## config.mk

```make
export PLATFORM = sky130hd
export DESIGN_NAME = iso_tick_gen
export DESIGN_NICKNAME = d
export VERILOG_FILES = /design/src/rtl/iso_tick_pkg.sv /design/src/rtl/iso_tick_cmp.sv /design/src/rtl/iso_tick_adv.sv /design/src/rtl/iso_tick_gen.sv
export SDC_FILE = /design/constraint.sdc
export NUM_CORES = 1
export LEC_CHECK = 0
export BUFFER_PORTS_ARGS = -buffer_cell sky130_fd_sc_hd__buf_2
export CORE_ASPECT_RATIO = 0.75
export CORE_MARGIN = 3
export CORE_UTILIZATION = 45
export DETAILED_ROUTE_END_ITERATION = 12
export GPL_ROUTABILITY_DRIVEN = 0
export PLACE_DENSITY = 0.67
export SETUP_SLACK_MARGIN = 0.5
export SLEW_MARGIN = 15
export SYNTH_ARGS = -nofsm -noshare
export SYNTH_HDL_FRONTEND = slang
export SYNTH_SLANG_ARGS = --single-unit
```

## constraint.sdc

```tcl
create_clock -name clk -period 3.5 [get_ports clk]
set_input_delay 0.525 -clock clk [delete_from_list [all_inputs] [get_ports clk]]
set_output_delay 0.525 -clock clk [all_outputs]
set_load 0.05 [all_outputs]
```

## src/rtl/iso_tick_pkg.sv

```systemverilog
package iso_tick_pkg;

    localparam int NS_W  = 32;
    localparam int SEL_W = 2;

    typedef enum logic [SEL_W-1:0] {
        SEL_START = 2'd0,
        SEL_LEN   = 2'd1,
        SEL_CLR   = 2'd2,
        SEL_MASK  = 2'd3
    } reg_sel_e;

    typedef struct packed {
        logic [NS_W-1:0] next_start;
        logic [NS_W-1:0] interval;
        logic            armed;
        logic            status;
        logic            mask;
    } tick_state_t;

endpackage

```

## src/rtl/iso_tick_cmp.sv

```systemverilog
module iso_tick_cmp
    import iso_tick_pkg::*;
#(
    parameter int TIME_W     = 29,
    parameter int GRAN_SHIFT = 4
) (
    input  logic [TIME_W-1:0] time_i,
    input  logic [NS_W-1:0]   target_i,
    input  logic              armed_i,
    output logic              hit_o
);
    logic [NS_W-1:0] wide_time;
    logic [NS_W-1:0] now_ns;
    logic [NS_W-1:0] diff;

    generate
        if (TIME_W >= NS_W) begin : g_trunc
            assign wide_time = time_i[NS_W-1:0];
        end else begin : g_ext
            assign wide_time = {{(NS_W-TIME_W){1'b0}}, time_i};
        end
    endgenerate

    // Scale the 16 ns ticks to ns; bits above NS_W fall off (mod 2^NS_W).
    assign now_ns = wide_time << GRAN_SHIFT;
    assign diff   = now_ns - target_i;
    // Reached or passed: signed difference not negative.
    assign hit_o  = armed_i & ~diff[NS_W-1];

endmodule

```

## src/rtl/iso_tick_adv.sv

```systemverilog
module iso_tick_adv
    import iso_tick_pkg::*;
(
    input  logic [NS_W-1:0] start_i,
    input  logic [NS_W-1:0] interval_i,
    output logic [NS_W-1:0] sum_o,
    output logic            periodic_o
);
    assign sum_o      = start_i + interval_i;
    assign periodic_o = |interval_i;
endmodule

```

## src/rtl/iso_tick_gen.sv

```systemverilog
module iso_tick_gen
    import iso_tick_pkg::*;
#(
    parameter int TIME_W     = 29,
    parameter int GRAN_SHIFT = 4
) (
    input  logic              clk,
    input  logic              rst_n,
    input  logic [TIME_W-1:0] time_i,
    input  logic              wr_en_i,
    input  logic [SEL_W-1:0]  wr_sel_i,
    input  logic [NS_W-1:0]   wr_data_i,
    output logic              irq_o,
    output logic              status_o,
    output logic [NS_W-1:0]   next_start_o
);
    tick_state_t     st_q, st_d;
    logic            hit;
    logic [NS_W-1:0] adv_sum;
    logic            adv_periodic;
    reg_sel_e        sel;

    assign sel = reg_sel_e'(wr_sel_i);

    iso_tick_cmp #(
        .TIME_W     (TIME_W),
        .GRAN_SHIFT (GRAN_SHIFT)
    ) cmp_i (
        .time_i   (time_i),
        .target_i (st_q.next_start),
        .armed_i  (st_q.armed),
        .hit_o    (hit)
    );

    iso_tick_adv adv_i (
        .start_i    (st_q.next_start),
        .interval_i (st_q.interval),
        .sum_o      (adv_sum),
        .periodic_o (adv_periodic)
    );

    always_comb begin
        st_d = st_q;
        if (hit) begin
            st_d.status = 1'b1;
            if (adv_periodic) begin
                st_d.next_start = adv_sum;
            end else begin
                st_d.armed = 1'b0;
            end
        end
        if (wr_en_i) begin
            unique case (sel)
                SEL_START: begin
                    st_d.next_start = wr_data_i;
                    st_d.armed      = 1'b1;
                end
                SEL_LEN:  st_d.interval = wr_data_i;
                SEL_CLR: begin
                    if (wr_data_i[0] && !hit) begin
                        st_d.status = 1'b0;
                    end
                end
                SEL_MASK: st_d.mask = wr_data_i[0];
                default: ;
            endcase
        end
    end

    always_ff @(posedge clk) begin
        if (!rst_n) begin
            st_q <= '{next_start: '0, interval: '0, armed: 1'b0,
                      status: 1'b0, mask: 1'b1};
        end else begin
            st_q <= st_d;
        end
    end

    assign irq_o        = st_q.status & ~st_q.mask;
    assign status_o     = st_q.status;
    assign next_start_o = st_q.next_start;

    logic wr_start;
    assign wr_start = wr_en_i && (sel == SEL_START);

    p_start_load_r2: assert property (@(posedge clk) disable iff (!rst_n)
        wr_start |=> next_start_o == $past(wr_data_i));

    p_status_cause_r3: assert property (@(posedge clk) disable iff (!rst_n)
        $rose(status_o) |-> $past(hit));

    p_advance_r4: assert property (@(posedge clk) disable iff (!rst_n)
        (hit && st_q.interval != '0 && !wr_start)
        |=> next_start_o == $past(st_q.next_start) + $past(st_q.interval));

    p_oneshot_r5: assert property (@(posedge clk) disable iff (!rst_n)
        (hit && st_q.interval == '0 && !wr_start) |=> !st_q.armed);

    p_clear_r6: assert property (@(posedge clk) disable iff (!rst_n)
        (wr_en_i && sel == SEL_CLR && wr_data_i[0] && !hit) |=> !status_o);

    p_disarmed_r8: assert property (@(posedge clk) disable iff (!rst_n)
        (!st_q.armed && !wr_start && !status_o) |=> !status_o);

endmodule

```

==> summary.md <==
| Metric | Value |
|---|---|
| Die X | `134 um` |
| Switch Pwr | `0.762 mW` |
| Startpoint Class | `flip-flop` |
| CTS buffer count | `9` |
| Clock root cell | `clkbuf_16` |
| Cell Int Power | `1.63 mW` |
| DP Worst Slack | `-0.00178 ns` |
| DRC Markers | `0` |
| Setup CP Type | `reg2reg` |
| Fraction of synthesized area in multiplexers | `0.0224` |
| Max Slew Vio Count | `0` |
| First-pass DRT Iterations | `5` |
| GRT Residual Overflow | `0` |
| # Max-Cap Violations | `0` |
| Netlist cell types | `61` |
| Async SR Flop Fraction | `0` |
| Routed vias | `5572` |
| GR Util All Layers | `0.240` |
| Status | `complete, no violations` |
| Post-synth EDFFs | `0` |
| Total routed wirelength | `16.9 mm` |
| Main flop type after synthesis | `dfxtp_1` |
| Vias in the first global route | `5330` |
| Clk sinks | `67` |
| Reg power frac | `0.350` |
| Seq cells post-synth | `67` |
| Crit Reg-Reg Endpoint | `next_start_o[17]` |
| Min Hold Slack | `0.443 ns` |
| Htree depth | `3` |
| PD cells | `339 nW/um2` |
| Synth Area in Compound Gates | `0.252` |
| Clock share of power | `0.376` |
| Starting Density | `0.470` |
| Syn-to-layout area delta | `27.6%` |
| Post-Synth XOR/XNOR Area | `0.0395` |
| Post-layout nets | `941` |
| Crit path time final | `3.07 ns` |
| IO Pins | `100` |
| Row cnt | `34` |
| Worst-Margin Slew | `0.809 ns` |
| Final ANT Viol Nets | `0` |
| Yosys warning total | `0` |
| Post-synth top area share | `0.242` |
| Inserted Diodes | `0` |
| Drt initial violations | `462` |
| CP Data Required Time | `3.72 ns` |
| Peak supply drop | `247 uV` |
| Min-delay worst type | `in2reg` |
| RSZ-0062 raised after global routing | `true` |
| Cell accounting for the most synthesized area | `dfxtp_1` |
| DP HPWL | `11.7 mm` |
| Drt wl/cell | `17.2 um` |
| Die H | `102 um` |
| Mapped Avg Cell Area | `7.69 um2` |
| Seq/Total Area, Yosys | `0.242` |
| F_max | `326 MHz` |
| Final Worst Setup Slack | `0.431 ns` |
| Fillcell total | `1051` |
| Static Leak | `3.05 nW` |
| Max clock buf depth | `2` |
| Critical Path End | `next_start_o[17]` |
| Final Setup Violations | `0` |
| Worst setup startpoint | `next_start_o[5]` |
| Post-synthesis cell count | `720` |
| CP endpoint kind | `flip-flop` |
| Worst-case clock skew | `0.00578 ns` |
| Switching Share | `0.318` |
| Gate power share | `0.273` |
| Relative slew slack | `0.461` |
| Vias per cell | `5.67` |
| Hold Violations, Final | `0` |
| CTS tree | `yes` |
| Final Cycle Share | `0.877` |
| Critical Path Fanout Max | `8` |
| Port bufs | `98` |
| Die Area | `13700 um2` |
| Mapped Area | `5540 um2` |
| Post-CTS Hold Buffers | `0` |
| Main combinational cell family by area after synthesis | `compound AO/OA/AOI/OAI gates` |
| Layout cell share with drive strength beyond 1 | `0.313` |
| Post-Layout Cell Count | `983` |
| First-pass GRT wire length | `26.5 mm` |
| Worst r2r src | `next_start_o[5]` |
| Post-Synth Simple-Gate Area | `0.212` |
| Clock Latency Late Sink | `0.34 ns` |
| Pin count of the biggest net entering global routing | `45` |
| Core area | `11800 um2` |
| Mapped Nets | `845` |
| Post-Synth Adder-Cell Area | `0.135` |
| Placed Cells | `938` |
| R2r setup slk | `0.43 ns` |
| Area contributors post-synth | `dfxtp_1, ha_1, nand2_1, a21oi_1, a21boi_0` |
| CP arrival | `3.29 ns` |
| Initial antenna violation count | `0` |
| R2R cell count | `16` |
| Worst-path clk slew | `0.06 ns` |
==> logic make-up (layout without fill, tap and decap cells) <==
| logic type | Yosys count | in the layout |
|---|---|---|
| AND/OR/NAND/NOR | 244 | 244 |
| AO/OA/AOI/OAI | 206 | 206 |
| buffers and inverters | 107 | 208 |
| flip-flops | 67 | 67 |
| adder cells (fa/ha/maj) | 59 | 59 |
| XOR/XNOR | 25 | 25 |
| multiplexers | 12 | 12 |
==> cell usage in the layout (no fill, tap or decap), types with 22 or more instances in the layout <==
| cell type | synthesis | final |
|---|---|---|
| a21boi_0 | 34 | 34 |
| o21ai_0 | 38 | 35 |
| nand2_1 | 101 | 101 |
| ha_1 | 58 | 39 |
| dfxtp_2 | 0 | 22 |
| nor2_1 | 60 | 55 |
| a21oi_1 | 53 | 49 |
| buf_2 | 8 | 98 |
| buf_4 | 32 | 45 |
| inv_1 | 39 | 30 |
| dfxtp_1 | 67 | 43 |
==> registers in the layout (all words and copies together), names as in the netlist <==
signal and cells:
st_q 34, next_start_o 32, status_o 1
==> power by group through the flow <==
stage               clock [mW]  sequential [mW]  combinational (mW)
finish                   0.900            0.838               0.654
global route             0.945            0.842               0.710
floorplan                    0            0.846               0.394
CTS                      0.909            0.836               0.608
detailed placement           0            0.852               0.536
global placement             0            0.850               0.522
==> per-stage QoR <==
stage	instance area, um2	setup TNS (ns)	util	power, mW
6_report	7070	0	0.600	2.39
5_1_grt	7070	0	0.600	2.50
4_1_cts	6820	0	0.579	2.35
3_5_place_dp	6070	-0.00348	0.515	1.39
3_3_place_gp	6070	0	0.515	1.37
2_1_floorplan	5540	0	-	1.24
==> synthesized netlist by cell type (all sizes together) (5+ instances only) <==
cell and instances:
a211oi 19, a21boi 34, a21o 14, a21oi 54, a221oi 5, buf 41
clkbuf 27, dfxtp 67, ha 58, inv 39, mux2i 12, nand2 101
nand3 14, nand4 8, nor2 60, nor3 10, nor3b 14, nor4 10
o211ai 6, o21a 5, o21ai 38, o21bai 9, xnor2 15, xor2 10
==> critical path: stages, from the launching register on <==
cell and delay [ns]:
dfxtp_4 0.35, inv_2 0.04, ha_4 0.21, a21o_1 0.16, a22o_1 0.24, o221ai_2 0.19
a211oi_2 0.10, buf_4 0.16, nor4_4 0.30, buf_4 0.18, mux2i_4 0.33, buf_4 0.17
buf_6 0.11, clkbuf_16 0.15, nor2_1 0.04, mux2i_1 0.14, a21oi_1 0.07
==> layout make-up <==
type / instances / area, um2 / area share
inverter: 39 / 146 / 0.0207
sequential: 67 / 1380 / 0.195
clock inverter: 4 / 51.3 / 0.00726
multi-input combinational: 546 / 4030 / 0.570
tap: 162 / 203 / 0.0287
clock buffer: 12 / 236 / 0.0335
timing repair buffer: 153 / 1020 / 0.145
==> worst min path at each step <==
stage,startpoint,endpoint,depth (start not counted)
floorplan,st_q[0],st_q[0],2
global placement,st_q[0],st_q[0],2
detailed placement,st_q[31],st_q[31],2
CTS,wr_data_i[29],st_q[32],3
global route,wr_data_i[1],next_start_o[1],2
finish,wr_data_i[29],st_q[32],3
==> per-layer routing <==
metal	vias to the layer above	GRT usage	part of all wire
li1	2716	-	-
met1	2619	0.334	0.47
met5	-	0	0
met2	216	0.391	0.45
met3	21	0.0438	0.064
met4	0	0.0610	0.013
==> repair_timing <==
item                                    CTS  global route
resized for setup                        55            38
pin swaps                                17            23
endpoints found under the setup margin   32            33
gates cloned                              2             1
buffers inserted                         20             6
(Power assumes the default switching activity.)
